`src/rtl/edge_period_timer_pkg.sv`:
```
// Package: shared widths for the edge period timer.
// Assumes: counter width and prescaler select width are chosen together here.
package edge_period_timer_pkg;
    localparam int unsigned CNT_W  = 16;
    localparam int unsigned PSEL_W = 4;
    // Divider counter must span the largest division 2^(2^PSEL_W - 1).
    localparam int unsigned PDIV_W = (1 << PSEL_W) - 1;
endpackage

```
`src/rtl/ept_prescaler.sv`:
```
// Module: ept_prescaler
// Produces a one-cycle tick every 2^sel enabled clocks.
// Assumes: the divider restarts from 0 while enable is low, so the first
// tick after enable comes on the 2^sel-th clock edge.
module ept_prescaler #(
    parameter int unsigned PSEL_W = 4,
    localparam int unsigned PDIV_W = (1 << PSEL_W) - 1
) (
    input  logic              clk,
    input  logic              rst_n,
    input  logic              enable,
    input  logic [PSEL_W-1:0] sel,
    output logic              tick
);
    logic [PDIV_W-1:0] div_q;
    logic [PDIV_W-1:0] div_mask;

    // Free-running divider, cleared while disabled.
    always_ff @(posedge clk) begin
        if (!rst_n || !enable) begin
            div_q <= '0;
        end else begin
            div_q <= div_q + 1'b1;
        end
    end

    // Low sel bits of the divider, all ones once per 2^sel cycles.
    always_comb begin
        div_mask = ~({PDIV_W{1'b1}} << sel);
        tick     = enable && ((div_q & div_mask) == div_mask);
    end
endmodule

```
`src/rtl/ept_sat_counter.sv`:
```
// Module: ept_sat_counter
// Saturating up-counter with synchronous clear and parallel load.
// Assumes: priority is clear, then load, then increment; incrementing
// stops at all ones.
module ept_sat_counter #(
    parameter int unsigned W = 16
) (
    input  logic         clk,
    input  logic         rst_n,
    input  logic         clr,
    input  logic         ld,
    input  logic [W-1:0] ld_val,
    input  logic         inc,
    output logic [W-1:0] cnt,
    output logic         at_max
);
    localparam logic [W-1:0] MAX_V = {W{1'b1}};

    // Counter update with the priority stated above.
    always_ff @(posedge clk) begin
        if (!rst_n || clr) begin
            cnt <= '0;
        end else if (ld) begin
            cnt <= ld_val;
        end else if (inc && (cnt != MAX_V)) begin
            cnt <= cnt + 1'b1;
        end
    end

    // Saturation indicator for the controlling logic.
    always_comb at_max = (cnt == MAX_V);
endmodule

```
`src/rtl/ept_capture_reg.sv`:
```
// Module: ept_capture_reg
// Plain capture register with synchronous clear and load strobe.
// Assumes: clear wins over load.
module ept_capture_reg #(
    parameter int unsigned W = 16
) (
    input  logic         clk,
    input  logic         rst_n,
    input  logic         clr,
    input  logic         ld,
    input  logic [W-1:0] d,
    output logic [W-1:0] q
);
    // Capture on load, hold otherwise.
    always_ff @(posedge clk) begin
        if (!rst_n || clr) begin
            q <= '0;
        end else if (ld) begin
            q <= d;
        end
    end
endmodule

```
`src/rtl/edge_period_timer.sv`:
```
// Module: edge_period_timer
// Edge-age timer, period counter, edge buffer and read-strobe hold pair
// for low-speed encoder velocity measurement.
// Assumes: phase_edge and rd_strobe are single-cycle strobes already in
// the clk domain; all captures sample register outputs, so a coincident
// edge and read see pre-edge values.
module edge_period_timer
    import edge_period_timer_pkg::*;
(
    input  logic              clk,
    input  logic              rst_n,
    input  logic              meas_en,
    input  logic [PSEL_W-1:0] presc_sel,
    input  logic              phase_edge,
    input  logic              rd_strobe,
    output logic [CNT_W-1:0]  edge_age,
    output logic [CNT_W-1:0]  period_cnt,
    output logic [CNT_W-1:0]  period_buf,
    output logic [CNT_W-1:0]  hold_age,
    output logic [CNT_W-1:0]  hold_period
);
    logic tick;
    logic age_max;
    logic per_max;
    logic edge_ev;
    logic rd_ev;
    logic per_clr;

    // Qualified events: nothing acts while measurement is disabled.
    always_comb begin
        edge_ev = meas_en && phase_edge;
        rd_ev   = meas_en && rd_strobe;
        per_clr = !meas_en || (edge_ev && per_max && !rd_ev);
    end

    ept_prescaler #(.PSEL_W(PSEL_W)) presc_i (
        .clk    (clk),
        .rst_n  (rst_n),
        .enable (meas_en),
        .sel    (presc_sel),
        .tick   (tick)
    );

    ept_sat_counter #(.W(CNT_W)) age_ctr_i (
        .clk    (clk),
        .rst_n  (rst_n),
        .clr    (!meas_en || edge_ev),
        .ld     (1'b0),
        .ld_val ('0),
        .inc    (tick),
        .cnt    (edge_age),
        .at_max (age_max)
    );

    ept_sat_counter #(.W(CNT_W)) per_ctr_i (
        .clk    (clk),
        .rst_n  (rst_n),
        .clr    (per_clr),
        .ld     (rd_ev),
        .ld_val (edge_age),
        .inc    (tick),
        .cnt    (period_cnt),
        .at_max (per_max)
    );

    ept_capture_reg #(.W(CNT_W)) buf_i (
        .clk   (clk),
        .rst_n (rst_n),
        .clr   (!meas_en),
        .ld    (edge_ev),
        .d     (period_cnt),
        .q     (period_buf)
    );

    ept_capture_reg #(.W(CNT_W)) hold_age_i (
        .clk   (clk),
        .rst_n (rst_n),
        .clr   (1'b0),
        .ld    (rd_ev),
        .d     (edge_age),
        .q     (hold_age)
    );

    ept_capture_reg #(.W(CNT_W)) hold_per_i (
        .clk   (clk),
        .rst_n (rst_n),
        .clr   (1'b0),
        .ld    (rd_ev),
        .d     (period_buf),
        .q     (hold_period)
    );

    logic unused_age_max;
    always_comb unused_age_max = age_max;
endmodule

```
`config.mk`:
```
export PLATFORM = sky130hd
export DESIGN_NAME = edge_period_timer
export DESIGN_NICKNAME = d
export VERILOG_FILES = /design/src/rtl/edge_period_timer_pkg.sv /design/src/rtl/ept_prescaler.sv /design/src/rtl/ept_sat_counter.sv /design/src/rtl/ept_capture_reg.sv /design/src/rtl/edge_period_timer.sv
export SDC_FILE = /design/constraint.sdc
export NUM_CORES = 1
export LEC_CHECK = 0
export BUFFER_PORTS_ARGS = -buffer_cell sky130_fd_sc_hd__buf_2
export CORE_MARGIN = 5
export CORE_UTILIZATION = 59
export DETAILED_ROUTE_END_ITERATION = 16
export GPL_ROUTABILITY_DRIVEN = 0
export PLACE_DENSITY = 0.92
export SYNTH_ARGS = -nofsm -noshare
export SYNTH_HDL_FRONTEND = slang
export SYNTH_HIERARCHICAL = 1
export SYNTH_SLANG_ARGS = --single-unit
```
`constraint.sdc`:
```
create_clock -name clk -period 5.1 [get_ports clk]
set_clock_uncertainty 0.05 [all_clocks]
set_input_delay 0.765 -clock clk [delete_from_list [all_inputs] [get_ports clk]]
set_output_delay 0.765 -clock clk [all_outputs]
set_load 0.02 [all_outputs]
```
==> results.json, run 1 <==
{
  "status": "finished clean",
  "yosys_warnings": 6,
  "synth_commonest_cells": "dfxtp_1, nor2_1, mux2i_1",
  "cap_violations": 0,
  "seq_power_share": 0.556,
  "diodes": 0,
  "worst_pin_slew_ps": 923,
  "cp_max_fo": 14,
  "clock_sinks": 95,
  "rsz0062_at_grt": "no",
  "dp_hpwl_um": 8000,
  "cp-start-kind": "input pin",
  "fp.dieW_um": 97.4,
  "worstSetupPathType": "in2reg",
  "synthDominantCellAreaShare": 0.422,
  "synth.distinct_cells": 56,
  "cts_inserted_buffers": 9,
  "layoutNonFillerInstCount": 693,
  "path_clk_slew_ps": 100,
  "power_frac_comb": 0.062,
  "grt_use_total": 0.237,
  "ys_seq_area_frac": 0.422,
  "start_util": 0.615,
  "core_sq_mm": 0.00733,
  "wl_per_cell_um": 16.3,
  "finalWirelength_um": 11300,
  "grt_pass1_vias": 3951,
  "tns_ps": 0,
  "hold_buffers": 0,
  "areaGrowthSynthToFinish_pct": 14.8,
  "hp-class": "reg2reg",
  "synth_flop_cell": "dfxtp_1",
  "netSwitchingFraction": 0.257,
  "slew_violations": 0,
  "drc_errors": 0,
  "synthCells": 494,
  "io_pins": 89,
  "drive_above_1_share": 0.221,
  "clockPowerShare": 0.382,
  "dp.cells": 677,
  "avgViaCountPerCell": 5.85,
  "synth_area_leaders": "dfxtp_1, mux2i_1, nor2_1, o21ai_0, a21oi_1",
  "ys_seq_elements": 95,
  "clockBufferDepth": 2,
  "grt-ovfl-total": 0,
  "drtIter0Drc": 326,
  "worstPathArrival_ps": 3250,
  "hold_viol": 0,
  "grt_max_degree": 50,
  "syn_area_per_cell_sq_um": 9.13,
  "final_antenna_net_count": 0,
  "nets": 601,
  "slew_headroom": 0.385,
  "die_area_sq_mm": 0.00949,
  "postCtsSetupRepairBufs": 0,
  "cts_max_level": 3,
  "crit_path_end_kind": "register",
  "cts_resized": 0,
  "grt_pass1_wl_um": 19000,
  "syn-cell-area_sq_mm": 0.00451,
  "final-setup-viol-count": 0,
  "fillers": 538,
  "timing.fmax_ghz": 0.329,
  "post-route-period-util": 0.597,
  "drt_first_pass_iters": 5,
  "cts_root_buf": "clkbuf_8",
  "cts_tree": "done",
  "antenna_found_initial": 0,
  "power_density_mw_per_mm2": 264,
  "clk_latency_ps": 360,
  "period_needed_ps": 3040,
  "vias": 4054,
  "die_h_um": 97.4,
  "internal-power_mw": 1.02,
  "synth_edf_count": 0,
  "synth_top_area_cell": "dfxtp_1",
  "synthMostInstantiatedCell": "dfxtp_1",
  "row_count": 31,
  "power.static_leakage_nw": 2.15,
  "worstPathRequired_ps": 5300,
  "async_reset_ff_frac": 0,
  "ir_drop_v": 0.000128,
  "netSwitchingPower_mw": 0.352,
  "portBuffers": 88
}
==> sequential cells by signal (all words and copies together) (netlist names) <==
name and cells:
hold_per_i/q 16, age_ctr_i/cnt 16, hold_age_i/q 16, presc_i/div_q 15, per_ctr_i/cnt 16, buf_i/q 16
==> power groups by stage <==
stage	registers, mW	logic [mW]	clock network (mW)
4_1_cts	0.761	0.0826	0.528
3_5_place_dp	0.778	0.0818	0
3_3_place_gp	0.777	0.0790	0
5_1_grt	0.762	0.0926	0.560
2_1_floorplan	0.782	0.0637	0
6_report	0.761	0.0851	0.522
==> area by class of cell <==
| cell class | count | area (sq um) | share of cell area |
|---|---|---|---|
| tap | 99 | 124 | 0.0239 |
| timing repair buffer | 89 | 448 | 0.0866 |
| clock buffer | 9 | 124 | 0.0239 |
| clock inverter | 7 | 87.6 | 0.0169 |
| sequential | 95 | 1900 | 0.368 |
| inverter | 6 | 22.5 | 0.00435 |
| multi-input combinational | 388 | 2470 | 0.477 |
==> placed cells by master (no fill, tap or decap), types with 4 or more instances in the layout <==
master    instances
a211oi_1          6
nand3_1          14
dfxtp_1          95
nand4_1           4
conb_1           19
nor3_1           10
mux2i_1          50
o21ai_0          28
o211ai_1          7
a31oi_1           4
clkbuf_8          9
nand2_2           5
nand2b_1         11
nor2_1           80
or3_1             6
xor2_1           14
and3_1            9
a21oi_1          25
buf_2            88
inv_1             4
and4_4            6
nand2_1          29
xnor2_1          11
==> through the flow <==
step	hold WS, ps	worst slack, ps	util	power [mW]	area [sq um]
final	450	2060	0.706	1.37	5170
after global routing	479	1970	0.706	1.41	5170
after CTS	452	2150	0.706	1.37	5170
after detailed placement	425	1810	0.677	0.860	4960
after global placement	416	2000	0.677	0.856	4960
after floorplan	403	2190	-	0.845	4580
==> logic make-up (layout without fill, tap and decap cells) <==
kind of cell,count (synthesis),in the layout,synth area share
simple gates,200,200,0.238
flops,95,95,0.422
compound gates,91,91,0.125
mux,50,50,0.111
buf+inv,29,111,0.0463
xor+xnor,25,25,0.0486
fa+ha+maj,3,3,0.00833
other cells,1,19,0.000832
==> critical path, cell delays in order <==
cell,delay [ps]
buf_2,150
nand2_1,110
o21ai_0,80
a221oi_1,330
o211a_1,200
o211a_1,480
and4_4,330
nand4_1,170
or3_1,370
a21oi_1,200
nor2_1,70
==> routing by layer <==
layer / vias up / wire [um] / global-route usage
li1: 1919 / - / -
met1: 1863 / 4540 / 0.291
met2: 229 / 5370 / 0.402
met3: 43 / 1010 / 0.0495
met4: 0 / 361 / 0.100
met5: - / 0 / 0
==> final timing paths <==
kind / from / slack (ps) / cells past startpoint / end
max: presc_sel[2] / 2060 / 11 / per_ctr_i/cnt[14]
min: hold_age_i/q[0] / 450 / 2 / hold_age_i/q[0]
max reg2reg: presc_i/div_q[2] / 2160 / 9 / per_ctr_i/cnt[14]
min reg2reg: hold_age_i/q[0] / 450 / 2 / hold_age_i/q[0]
Note: power is estimated with default switching activity, not from simulation.
==> run 2: changes to the inputs <==
--- a/config.mk
+++ b/config.mk
@@ -7,10 +7,10 @@
 export LEC_CHECK = 0
 export BUFFER_PORTS_ARGS = -buffer_cell sky130_fd_sc_hd__buf_2
 export CORE_MARGIN = 5
-export CORE_UTILIZATION = 59
+export CORE_UTILIZATION = 55
 export DETAILED_ROUTE_END_ITERATION = 16
 export GPL_ROUTABILITY_DRIVEN = 0
-export PLACE_DENSITY = 0.92
+export PLACE_DENSITY = 0.87
 export SYNTH_ARGS = -nofsm -noshare
 export SYNTH_HDL_FRONTEND = slang
 export SYNTH_HIERARCHICAL = 1
==> constraint.sdc (replaced) <==
create_clock -name clk -period 3.15 [get_ports clk]
set_clock_uncertainty 0.05 [all_clocks]
set_input_delay 0.4725 -clock clk [delete_from_list [all_inputs] [get_ports clk]]
set_output_delay 0.4725 -clock clk [all_outputs]
set_load 0.02 [all_outputs]
==> run 2 against run 1 <==
  * Sequential power up 62%
  * Sequential share of layout area about the same
  * Register-to-register slack worse by 1900 ps
  * Routed wire length down 2.1%
  * Non-clock buffer count up 1
  * Core utilization down 6.7 points
  * Highest routed layer unchanged
==> results.json, run 2 (synthesis results as in run 1) <==
{
  "row_count": 33,
  "netSwitchingFraction": 0.270,
  "portBuffers": 88,
  "post-route-period-util": 0.931,
  "finalWirelength_um": 11000,
  "preCtsSetupSlack_ps": 171,
  "netSwitchingPower_mw": 0.582,
  "core_sq_mm": 0.00809,
  "dp_hpwl_um": 8110,
  "cts_max_level": 3,
  "ir_drop_v": 0.000234,
  "multiInputGateArea_sq_mm": 0.00247,
  "grt-ovfl-total": 0,
  "avgViaCountPerCell": 5.67,
  "drc_errors": 0,
  "path_clk_slew_ps": 100,
  "clock_sinks": 95,
  "fillers": 665,
  "cts_inserted_buffers": 9,
  "clk_latency_ps": 360,
  "grt_pass1_vias": 3707,
  "drtIter0Drc": 255,
  "ff_latch_area_sq_mm": 0.00190,
  "die_area_sq_mm": 0.0101,
  "rsz0062_at_grt": "no",
  "timing.fmax_ghz": 0.341,
  "slew_headroom": 0.361,
  "clockBufferDepth": 2,
  "fin_ws_ps": 217,
  "hold_buffers": 0,
  "worstPathArrival_ps": 3140,
  "io_pins": 89,
  "antenna_found_initial": 0,
  "power_mw": 2.15,
  "cp-start-kind": "register",
  "finalCoreUtilization": 0.639,
  "power_frac_comb": 0.064,
  "cap_violations": 0,
  "clockPowerShare": 0.364,
  "drt_first_pass_iters": 5,
  "power_density_mw_per_mm2": 416,
  "crit_path_end_kind": "register",
  "period_needed_ps": 2930,
  "grt_use_total": 0.218,
  "seq_power_share": 0.572,
  "most-common-layout-cells": "dfxtp_1, buf_2, nor2_1",
  "nets": 602,
  "wl_per_cell_um": 15.8,
  "areaGrowthSynthToFinish_pct": 14.7,
  "worst_pin_slew_ps": 959,
  "drive_above_1_share": 0.222,
  "power.static_leakage_nw": 2.14,
  "start_util": 0.557,
  "die_h_um": 101,
  "hp-class": "in2reg",
  "cts_resized": 0,
  "grt_pass1_wl_um": 18100,
  "final_common_cell": "dfxtp_1",
  "cts_tree": "done",
  "tns_ps": 0,
  "cp_max_fo": 14,
  "slew_violations": 0,
  "internal-power_mw": 1.57,
  "postCtsSetupRepairBufs": 0,
  "worstSetupPathType": "reg2reg",
  "final_antenna_net_count": 0,
  "hold_slack_ps": 403,
  "hold_viol": 0,
  "grt_max_degree": 26,
  "cts_root_buf": "clkbuf_8",
  "vias": 3966,
  "fp.dieW_um": 101,
  "final-setup-viol-count": 0,
  "worstPathRequired_ps": 3360,
  "diodes": 0,
  "status": "finished clean"
}
-- run 2: cell types whose count changed in the layout (fill, tap and decap cells not counted) --
| cell | before | now |
|---|---|---|
| inv_8 | 2 | 3 |
| bufinv_16 | 1 | 0 |
| buf_4 | 1 | 2 |
-- run 2: worst paths after layout --
check / from / endpoint / slack (ps) / depth (start not counted)
worst max-delay path: presc_i/div_q[2] / per_ctr_i/cnt[14] / 220 / 9
worst min-delay path: meas_en / presc_i/div_q[1] / 400 / 2
worst max register to register: presc_i/div_q[2] / per_ctr_i/cnt[14] / 220 / 9
worst min register to register: hold_per_i/q[13] / hold_per_i/q[13] / 450 / 2
-- run 2: area by class of cell --
type | instances | share of cell area
multi-input cells | 388 | 0.477
flip-flops and latches | 95 | 0.368
repair buffers | 90 | 0.0881
well taps | 105 | 0.0254
clock buffers | 9 | 0.0240
clock inverters | 7 | 0.0133
inverters | 6 | 0.00436
-- run 2: power by group through the flow --
stage          clock network [mW]  logic (mW)  registers [mW]
5_1_grt                     0.850       0.151            1.24
3_3_place_gp                    0       0.129            1.26
4_1_cts                     0.798       0.134            1.23
2_1_floorplan                   0       0.103            1.27
3_5_place_dp                    0       0.133            1.26
6_report                    0.784       0.137            1.23
-- run 2: per-stage QoR --
step                      cell area (sq um)  cells
after global routing                   5170    700
after global placement                 4980    684
final                                  5170    700
after detailed placement               4980    684
after floorplan                        4580    512
after CTS                              5170    700
-- run 2: routing by layer --
layer / GRT usage / wire length (um)
met1: 0.276 / 4650
met2: 0.370 / 5330
met3: 0.0415 / 851
met4: 0.0788 / 214
met5: 0 / 0
-- run 2: critical path, stage by stage, from the launching register on --
cell and delay [ps]:
dfxtp_1 520, o21ai_0 170, a221oi_1 350, o211a_1 200
o211a_1 430, and4_4 310, nand4_1 190, or3_1 370
a21oi_1 170, nor2_1 60
==> run 3: changes to the inputs <==
--- a/config.mk
+++ b/config.mk
@@ -10,7 +10,7 @@
 export CORE_UTILIZATION = 55
 export DETAILED_ROUTE_END_ITERATION = 16
 export GPL_ROUTABILITY_DRIVEN = 0
-export PLACE_DENSITY = 0.87
+export PLACE_DENSITY_LB_ADDON = 0.2
 export SYNTH_ARGS = -nofsm -noshare
 export SYNTH_HDL_FRONTEND = slang
 export SYNTH_HIERARCHICAL = 1
==> run 3 against run 2 <==
  * Flip-flop and latch count did not move
  * Largest cell class unchanged
  * Highest routed layer unchanged
  * First-iteration DRC count decreased by 12%
  * Maximum frequency is 6.3% higher
==> results.json, run 3 (synthesis results as in run 1) <==
{
  "status": "finished clean",
  "clockBufferDepth": 2,
  "drive_above_1_share": 0.220,
  "reg2reg_depth": 9,
  "dp_hpwl_um": 7700,
  "power_density_mw_per_mm2": 420,
  "seq_power_share": 0.567,
  "worstPathRequired_ps": 3340,
  "grt-ovfl-total": 0,
  "dp.cells": 684,
  "cap_violations": 0,
  "slew_headroom": 0.373,
  "row_count": 33,
  "finalCoreUtilization": 0.639,
  "fillers": 725,
  "grt_pass1_vias": 3639,
  "crit_chain": "o21ai_0 > a221oi_1 > o211a_1 > o211a_1 > and4_4 > nand4_1 > or3_1 > a21oi_1 > nor2_1",
  "final_common_cell": "dfxtp_1",
  "hold_depth": 2,
  "antenna_found_initial": 0,
  "timing.fmax_ghz": 0.362,
  "die_h_um": 101,
  "clk_latency_ps": 360,
  "finalWirelength_um": 10500,
  "hold_buffers": 0,
  "cts_root_buf": "clkbuf_8",
  "preCtsSetupSlack_ps": 320,
  "fp.dieW_um": 101,
  "critPathMaxStageDelay_ps": 500,
  "slew_violations": 0,
  "cpMaxStageDelayCell": "dfxtp_1",
  "avgViaCountPerCell": 5.45,
  "worstPathArrival_ps": 2950,
  "route.met2.wl_um": 4850,
  "most-common-layout-cells": "dfxtp_1, buf_2, nor2_1",
  "worst_r2r_startpoint": "presc_i/div_q[2]",
  "netSwitchingFraction": 0.250,
  "cts_resized": 0,
  "grt_use_total": 0.221,
  "period_needed_ps": 2760,
  "hold_start": "meas_en",
  "cts_max_level": 3,
  "cp-start-kind": "register",
  "power.static_leakage_nw": 2.14,
  "areaGrowthSynthToFinish_pct": 14.8,
  "grt_pass1_wl_um": 18100,
  "nets": 602,
  "drt_first_pass_iters": 5,
  "startpoint": "presc_i/div_q[2]",
  "layoutNonFillerInstCount": 700,
  "clock_sinks": 95,
  "tns_ps": 0,
  "io_pins": 89,
  "core_sq_mm": 0.00809,
  "fin_ws_ps": 390,
  "crit_path_end_kind": "register",
  "grt_max_degree": 49,
  "vias": 3818,
  "final-setup-viol-count": 0,
  "power_mw": 2.17,
  "post-route-period-util": 0.876,
  "cts_inserted_buffers": 9,
  "wl_per_cell_um": 15.0,
  "path_clk_slew_ps": 90,
  "die_area_sq_mm": 0.0101,
  "start_util": 0.557,
  "drc_errors": 0,
  "path_buf_inv": 0,
  "hold_viol": 0,
  "hp-class": "in2reg",
  "highest_layer": "met4",
  "drtIter0Drc": 225,
  "netSwitchingPower_mw": 0.542,
  "cp_top_family": "compound AO/OA/AOI/OAI gates",
  "diodes": 0,
  "ir_drop_v": 0.000221,
  "postCtsSetupRepairBufs": 0,
  "m1WireLength_um": 4770,
  "portBuffers": 88,
  "wl_met3_um": 730,
  "crit_cells": 9,
  "worstSetupPathType": "reg2reg",
  "cp_common_cell": "o211a_1",
  "cp_max_fo": 11,
  "cts_tree": "done",
  "final_antenna_net_count": 0,
  "rsz0062_at_grt": "no",
  "worst_pin_slew_ps": 940,
  "power_frac_comb": 0.062,
  "internal-power_mw": 1.63,
  "clockPowerShare": 0.370
}
## run 3: cell count changes in the layout (fill, tap and decap cells not counted), sizes merged
cell,change
clkbuf,+1
clkinv,+1
clkinvlp,+1
bufinv,+1
inv,-4
## run 3: area by class of cell
cell class                      count  area [sq um]  area share
Timing Repair Buffer               90           455      0.0880
Tap cell                          105           131      0.0254
Sequential cell                    95          1900       0.368
Clock inverter                      6          68.8      0.0133
Multi-Input combinational cell    388          2470       0.477
Inverter                            6          22.5     0.00435
Clock buffer                       10           128      0.0247
## run 3: through the flow
step / instance area [sq um] / hold slack [ps]
detailed placement: 4980 / 430
finish: 5170 / 399
floorplan: 4580 / 403
CTS: 5170 / 397
global route: 5170 / 408
global placement: 4980 / 417
## run 3: final timing paths
path / slack [ps] / to
setup / recovery: 390 / per_ctr_i/cnt[14]
hold / removal: 400 / presc_i/div_q[1]
setup reg to reg: 390 / per_ctr_i/cnt[14]
hold reg to reg: 440 / hold_age_i/q[12]
## run 3: layer usage
metal | vias to the layer above | track usage
met5 | - | 0
met4 | 0 | 0.0829
met3 | 16 | 0.0478
met2 | 112 | 0.352
met1 | 1765 | 0.293
li1 | 1925 | -
## run 3: power by group through the flow
stage          combinational, mW  clock [mW]  sequential, mW
2_1_floorplan              0.103           0            1.27
4_1_cts                    0.134       0.819            1.23
5_1_grt                    0.152       0.882            1.23
6_report                   0.136       0.804            1.23
3_5_place_dp               0.134           0            1.26
3_3_place_gp               0.131           0            1.26
## run 3: worst reg2reg max path: cells and delay by family, from the launching register on
kind            cells  cell delay, ps
simple gates        4             890
compound gates      5            1200
flops               1             500
